File: src/rtl/dps_pkg.sv
// Shared constants for the decimal-point slot selector.
// Assumes the scan has at least two digit-drive lines.
package dps_pkg;
    localparam int unsigned DEF_DIGITS = 8;

    // Width of a position field able to name any of n drive lines.
    function automatic int unsigned pos_width(input int unsigned n);
        return (n > 1) ? $clog2(n) : 1;
    endfunction
endpackage

File: src/rtl/dps_shift.sv
// Serial-to-parallel stage for the descriptor.
// Shifts every clock, LSB first. On commit it captures the staged bits
// plus the current bit as a whole descriptor. Older bits fall off the end.
module dps_shift #(
    parameter int unsigned DESC_W = 4
) (
    input  logic              clk,
    input  logic              rst_n,
    input  logic              ser_bit,
    input  logic              commit,
    output logic [DESC_W-1:0] desc_o
);
    localparam int unsigned STG_W = DESC_W - 1;

    logic [STG_W-1:0] stage_q;

    // Keep the most recent STG_W serial bits, newest at the top.
    always_ff @(posedge clk) begin
        if (!rst_n) stage_q <= '0;
        else        stage_q <= {ser_bit, stage_q[STG_W-1:1]};
    end

    // Capture a complete descriptor on the slot's final bit.
    always_ff @(posedge clk) begin
        if (!rst_n)      desc_o <= '0;
        else if (commit) desc_o <= {ser_bit, stage_q};
    end
endmodule

File: src/rtl/dps_select.sv
// Eight-way (DIGITS-way) pick of one drive line, gated by the enable bit.
// Purely combinational. Assumes pos is below DIGITS.
module dps_select #(
    parameter int unsigned DIGITS = 8,
    parameter int unsigned POS_W  = 3
) (
    input  logic [DIGITS-1:0] drive_lines,
    input  logic [POS_W-1:0]  pos,
    input  logic              en,
    output logic              sel
);
    logic [DIGITS-1:0] hit;

    // Decode the position into one match term per drive line.
    for (genvar g = 0; g < DIGITS; g++) begin : g_term
        assign hit[g] = (pos == POS_W'(g)) && drive_lines[g];
    end

    // Merge the terms and apply the enable.
    always_comb sel = en && (|hit);
endmodule

File: src/rtl/dps_hold.sv
// Output register: loads on the strobe, recirculates otherwise.
module dps_hold (
    input  logic clk,
    input  logic rst_n,
    input  logic load,
    input  logic d,
    output logic q
);
    // Reload on strobe, hold between strobes.
    always_ff @(posedge clk) begin
        if (!rst_n)    q <= 1'b0;
        else if (load) q <= d;
    end
endmodule

File: src/rtl/dp_slot_select.sv
// Decimal-point slot selector top.
// Receives a serial descriptor made of a position and an enable bit.
// Lights the decimal-point segment during the slot of the chosen drive line.
// Assumes digit_stb marks the last bit of every descriptor slot and
// drive_lines is one-hot or zero.
module dp_slot_select #(
    parameter int unsigned DIGITS = dps_pkg::DEF_DIGITS
) (
    input  logic              clk,
    input  logic              rst_n,
    input  logic              ser_bit,
    input  logic              digit_stb,
    input  logic [DIGITS-1:0] drive_lines,
    output logic              dp_seg
);
    localparam int unsigned POS_W  = dps_pkg::pos_width(DIGITS);
    localparam int unsigned DESC_W = POS_W + 1;

    logic [DESC_W-1:0] desc_q;
    logic              pick;

    dps_shift #(.DESC_W(DESC_W)) u_shift (
        .clk     (clk),
        .rst_n   (rst_n),
        .ser_bit (ser_bit),
        .commit  (digit_stb),
        .desc_o  (desc_q)
    );

    dps_select #(.DIGITS(DIGITS), .POS_W(POS_W)) u_select (
        .drive_lines (drive_lines),
        .pos         (desc_q[POS_W-1:0]),
        .en          (desc_q[DESC_W-1]),
        .sel         (pick)
    );

    dps_hold u_hold (
        .clk   (clk),
        .rst_n (rst_n),
        .load  (digit_stb),
        .d     (pick),
        .q     (dp_seg)
    );
endmodule

File: config.mk
export PLATFORM = sky130hd
export DESIGN_NAME = dp_slot_select
export DESIGN_NICKNAME = d
export VERILOG_FILES = /design/src/rtl/dps_pkg.sv /design/src/rtl/dps_shift.sv /design/src/rtl/dps_select.sv /design/src/rtl/dps_hold.sv /design/src/rtl/dp_slot_select.sv
export SDC_FILE = /design/constraint.sdc
export NUM_CORES = 1
export LEC_CHECK = 0
export ABC_CLOCK_PERIOD_IN_PS = 1850
export BUFFER_PORTS_ARGS = -buffer_cell sky130_fd_sc_hd__buf_4
export CAP_MARGIN = 20
export CELL_PAD_IN_SITES_DETAIL_PLACEMENT = 1
export CELL_PAD_IN_SITES_GLOBAL_PLACEMENT = 1
export CORE_AREA = 2 2 39 41
export DETAILED_ROUTE_END_ITERATION = 10
export DIE_AREA = 0 0 41 43
export GPL_ROUTABILITY_DRIVEN = 1
export PLACE_DENSITY = 0.55
export SKIP_LAST_GASP = 1
export SYNTH_ARGS = -nofsm -noshare
export SYNTH_HDL_FRONTEND = slang
export SYNTH_SLANG_ARGS = --single-unit
File: constraint.sdc
create_clock -name clk -period 1.85 [get_ports clk]
set_clock_uncertainty 0.05 [all_clocks]
set_input_delay 0.37 -clock clk [delete_from_list [all_inputs] [get_ports clk]]
set_output_delay 0.37 -clock clk [all_outputs]
set_load 0.05 [all_outputs]
==> flow_summary.ini, run 1 <==
[layout]
syn_to_final_growth_pct = 38.1
drive_gt1_share_pct = 39.5
insertedDiodeCount = 0
fin_util_pct = 33.7
nNetsFinal = 57
fin_cells = 59
fill_cells = 162

[global_routing]
grt-ovfl-total = 0
grt_pass1_wl_mm = 1.14
grt_pass1_vias = 279
grt_start_max_net_pins = 10
grt_usage_pct = 10.6
antenna_found_initial = 0

[timing]
max_freq_mhz = 734
fin_ws_ns = 0.487
hold_violations = 0
worst_slew_pin_slew_ns = 0.398
setup_viol = 0
rsz0062_at_grt = false
maxSlewViolCount = 0
whs_ns = 0.287
max_slew_margin_pct = 72.8
period_needed_ns = 1.36
setup_tns_ns = 0
period_share_pct = 73.7

[synth]
yosysWarningCount = 0
yosys-top-cells-area = dfxtp_1 47%, mux2i_1 12%, nor2b_1 9.3%, mux4_1 7.8%, and2_1 5.6%
synth_seq_area_share_pct = 47.4
syn_area_um2 = 338
synth.distinct_cells = 13
async_flop_share_pct = 0
synth_area_leader_cell = dfxtp_1
synth_most_common_cell = dfxtp_1
synth_cells = 29
synth_seq_cells = 8
synth_commonest_cells = 8 x dfxtp_1, 5 x nor2b_1, 4 x mux2i_1, 3 x and2_1
syn_avg_cell_area_um2 = 11.6
synth_edf_count = 0
ys.flop_type = dfxtp_1
synth_top_area_share_pct = 47.4
syn-num-nets = 41

[worst_setup_path]
reg2reg_to = u_hold.q
rrSetupSlack_ns = 0.49
critical_path_class = flip-flop to flip-flop
crit_chain = mux4_1 > nor2b_1 > o41ai_1
end_kind = flip-flop
critPathMaxFanout = 5
startpoint = u_shift.desc_o[0]
crit_family = multiplexers
path_depth = 3
arrival_ns = 1.44
r2r-start = u_shift.desc_o[0]
crit_path_end = u_hold.q
reg2regPathDepth = 3
crit_slowest_cell = mux4_1
path_buf_inv = 0
critPathMaxStageDelay_ns = 0.59
worst_setup_path_start_kind = flip-flop
required_ns = 1.92

[hold_path]
holdPathStages = 2
hold_class = input pin to flip-flop

[power_and_ir_drop]
ir_drop_v = 0.000225
leakage_nw = 0.198
p_per_area_nw_per_um2 = 752

[placement]
dp_slack_ns = 0.463
place_congestion = 0.626
numPlacedInstances = 56
port_buffers = 12

[routing]
drcViolationCount = 0
route.vias.total = 267
routed_wl_um = 710
drt-initial-drc-count = 0
drtPass1Iterations = 1
wire_per_inst_um = 12.0
via_per_inst = 4.53
postRouteAntennaNets = 0

[clock_tree]
cts_hold_buf = 0
htreeDepth = 1
cts_root_buffer = clkbuf_4
clockBufferDepth = 2
cts.clk_slew.worst_paths_ns = 0.05
post_cts_resized = 0
post_cts_buffers = 0
cts.sinks = 8
cts_tree = yes
numCtsBuffers = 3
clk_latency_ns = 0.25

[die]
std_cell_rows = 14
die_area_um2 = 1760
ioPinCount = 13
initial_core_util_pct = 24.4
fp.dieW_um = 41
die_y_um = 43
core_area_um2 = 1380

[outcome]
outcome = finished, final reports clean

[run]
maxCapViolations = 0
==> final cells by class <==
class                      instances  area (µm²)  area share, %
clock buffer                       3        22.5           4.83
multi-input combinational         20         174           37.3
sequential                         8         160           34.3
tap                               16        20.0           4.29
timing repair buffer              12        90.1           19.3
==> through the flow <==
step                      instance area [µm²]  power (mW)
after CTS                                 467       0.364
after global routing                      467       0.380
after floorplan                           338       0.204
final                                     467       0.351
after detailed placement                  444       0.228
after global placement                    444       0.226
==> worst min-delay path by stage <==
| stage | start | endpoint | slack, ns |
|---|---|---|---|
| global route | ser_bit | u_shift.stage_q[2] | 0.28 |
| CTS | ser_bit | u_shift.stage_q[2] | 0.28 |
| detailed placement | u_shift.stage_q[2] | u_shift.stage_q[1] | 0.40 |
| finish | ser_bit | u_shift.stage_q[2] | 0.29 |
| floorplan | u_shift.stage_q[1] | u_shift.stage_q[0] | 0.38 |
| global placement | u_shift.stage_q[1] | u_shift.stage_q[0] | 0.39 |
==> power breakdown <==
group / internal [mW] / switching, mW
sequential: 0.179 / 0.00354
combinational: 0.0272 / 0.0141
clock: 0.0738 / 0.0535
==> logic make-up after synthesis <==
logic type      share of synthesized area (%)
mux                                      23.0
flops                                    47.4
compound gates                           5.19
simple gates                             23.3
buf+inv                                  1.11
==> routing by layer <==
metal  track usage [%]  share of wire [%]  routed length, µm  vias to the layer above
li1                  -                  -                  -                      132
met1              10.8                 39                277                      124
met2              15.0                 49                347                       11
met3              4.71                 12                 85                        0
met4              10.0                  0                  0                        0
met5                 0                  0                  0                        -
==> sequential cells by signal, indices dropped and copies added, names as in the netlist <==
register,count
u_shift.stage_q,3
u_hold.q,1
u_shift.desc_o,4
==> layout by cell type, fill, tap and decap left out, drive strengths merged <==
master,count
dfxtp,8
nor2b,5
nor3b,1
and2b,1
buf,12
mux2,1
clkbuf,3
a2111oi,1
nand3,1
mux4,1
o41ai,1
mux2i,4
nand3b,1
and2,3
(Power assumes the default switching activity.)
==> run 2: changes to the inputs <==
--- a/config.mk
+++ b/config.mk
@@ -5,7 +5,7 @@
 export SDC_FILE = /design/constraint.sdc
 export NUM_CORES = 1
 export LEC_CHECK = 0
-export ABC_CLOCK_PERIOD_IN_PS = 1850
+export ABC_CLOCK_PERIOD_IN_PS = 1130
 export BUFFER_PORTS_ARGS = -buffer_cell sky130_fd_sc_hd__buf_4
 export CAP_MARGIN = 20
 export CELL_PAD_IN_SITES_DETAIL_PLACEMENT = 1
@@ -14,7 +14,7 @@
 export DETAILED_ROUTE_END_ITERATION = 10
 export DIE_AREA = 0 0 41 43
 export GPL_ROUTABILITY_DRIVEN = 1
-export PLACE_DENSITY = 0.55
+export PLACE_DENSITY = 0.57
 export SKIP_LAST_GASP = 1
 export SYNTH_ARGS = -nofsm -noshare
 export SYNTH_HDL_FRONTEND = slang
==> constraint.sdc (replaced) <==
create_clock -name clk -period 1.13 [get_ports clk]
set_clock_uncertainty 0.05 [all_clocks]
set_input_delay 0.226 -clock clk [delete_from_list [all_inputs] [get_ports clk]]
set_output_delay 0.226 -clock clk [all_outputs]
set_load 0.05 [all_outputs]
==> run 2 against run 1 <==
  * The run now ends with setup timing left
  * First-iteration DRC count is 1 higher
  * Cell area is 0.27% higher
  * Clock power is 62% higher
  * Setup slack worse by 0.58 ns
  * Critical path depth stayed put
  * Critical path type unchanged
==> flow_summary.ini, run 2 (same netlist as run 1, synthesis figures left out) <==
[outcome]
outcome = finished with violations
violations = setup timing

[power_and_ir_drop]
p_per_area_nw_per_um2 = 1220
total_power_mw = 0.571
ir_drop_v = 0.000497
leakage_nw = 0.196

[timing]
worst_slew_pin_slew_ns = 0.314
rsz0062_at_grt = true
max_slew_margin_pct = 79.0
hold_violations = 0
period_share_pct = 108
setup_viol = 1
whs_ns = 0.148
period_needed_ns = 1.23
max_freq_mhz = 816
fin_ws_ns = -0.0954
setup_tns_ns = -0.0954
maxSlewViolCount = 0

[routing]
drt-met1-wl_um = 294
drt-initial-drc-count = 1
postRouteAntennaNets = 0
met3_length_um = 63
drtPass1Iterations = 2
via_per_inst = 4.49
drcViolationCount = 0
routed_wl_um = 663
route.vias.total = 265
dr_wl_met2_um = 304
routed.top_layer = met3
wire_per_inst_um = 11.2

[worst_setup_path]
crit_chain = mux4_2 > nor2b_1 > o41ai_1
r2r-start = u_shift.desc_o[0]
worst_setup_path_start_kind = flip-flop
crit_slowest_cell = mux4_2
crit_path_end = u_hold.q
reg2regPathDepth = 3
arrival_ns = 1.30
end_kind = flip-flop
critPathMaxStageDelay_ns = 0.49
rrSetupSlack_ns = -0.1
startpoint = u_shift.desc_o[0]
reg2reg_to = u_hold.q
critical_path_class = flip-flop to flip-flop
critPathMaxFanout = 5
required_ns = 1.21

[layout]
largest_reg_flops = 4
post-route-cell-area_um2 = 468
final_cell_mix = 12 x buf_4, 7 x dfxtp_1, 5 x nor2b_1
drive_gt1_share_pct = 44.2
fill_cells = 170
regMostFlops = u_shift.desc_o
nNetsFinal = 57
fin_cells = 59
final_common_cell = buf_4
multiInputGateArea_um2 = 171
largest_registers = u_shift.desc_o x4, u_shift.stage_q x3, u_hold.q x1
syn_to_final_growth_pct = 38.5
insertedDiodeCount = 0
seqCellArea_um2 = 164

[clock_tree]
cts_tree = yes
numCtsBuffers = 3
cts_root_buffer = clkbuf_4
clk_latency_ns = 0.24
cts.sinks = 8
cts_hold_buf = 0
cts.clk_slew.worst_paths_ns = 0.05
htreeDepth = 1
post_cts_buffers = 0
clockBufferDepth = 2

[placement]
placed_area_um2 = 442
place_congestion = 0.592
numPlacedInstances = 56
port_buffers = 12

[global_routing]
grt_usage_pct = 9.47
antenna_found_initial = 0
grt_pass1_wl_mm = 1.08
grt_pass1_vias = 277
grt-ovfl-total = 0
grt_start_max_net_pins = 10

[die]
initial_core_util_pct = 24.4
fp.dieW_um = 41
die_y_um = 43
core_area_um2 = 1380
std_cell_rows = 14
die_area_um2 = 1760
ioPinCount = 13

[run]
maxCapViolations = 0

[hold_path]
hold_class = input pin to flip-flop
## run 2: cell types whose count changed in the layout (fill, tap and decap cells not counted)
cell       delta
mux4_2        +1
dfxtp_1       -1
a2111oi_1     +1
mux4_1        -1
a2111oi_0     -1
dfxtp_4       +1
## run 2: cell type report
| type | instances | share of cell area [%] |
|---|---|---|
| clock buffer | 3 | 4.81 |
| multi-input combinational | 20 | 36.6 |
| sequential | 8 | 35.0 |
| tap | 16 | 4.28 |
| timing repair buffer | 12 | 19.3 |
## run 2: critical path, delay by kind of cell (launching register included)
kind	cells	cell delay, ns
simple gates	1	0.12
flops	1	0.36
compound gates	1	0.08
mux	1	0.49
## run 2: per-layer routing
layer	vias to the layer above	track usage [%]
li1	134	-
met1	120	9.09
met2	11	15.0
met3	0	4.71
met4	0	6.00
met5	-	0
## run 2: what timing repair did
action                                  in CTS  in global routing
pin swaps                                    0                  1
gates resized for setup                      2                  0
cloned                                       0                  0
endpoints found under the setup margin       1                  1
## run 2: worst min-delay path by stage
stage	startpoint	end	depth (start not counted)
after floorplan	ser_bit	u_shift.stage_q[2]	1
after CTS	ser_bit	u_shift.stage_q[2]	2
after detailed placement	u_shift.stage_q[1]	u_shift.stage_q[0]	1
final	ser_bit	u_shift.stage_q[2]	2
after global routing	ser_bit	u_shift.stage_q[2]	2
after global placement	u_shift.stage_q[1]	u_shift.stage_q[0]	1
## run 2: where the power goes
group          internal, mW  switching [mW]
registers             0.291         0.00630
logic                0.0454          0.0226
clock network         0.121          0.0854
total                 0.457           0.114
## run 2: per-stage QoR
stage	setup WS [ns]	util (%)
2_1_floorplan	-0.0520	-
3_3_place_gp	-0.110	31.9
3_5_place_dp	-0.132	31.9
4_1_cts	-0.103	33.8
5_1_grt	-0.162	33.8
6_report	-0.0954	33.8
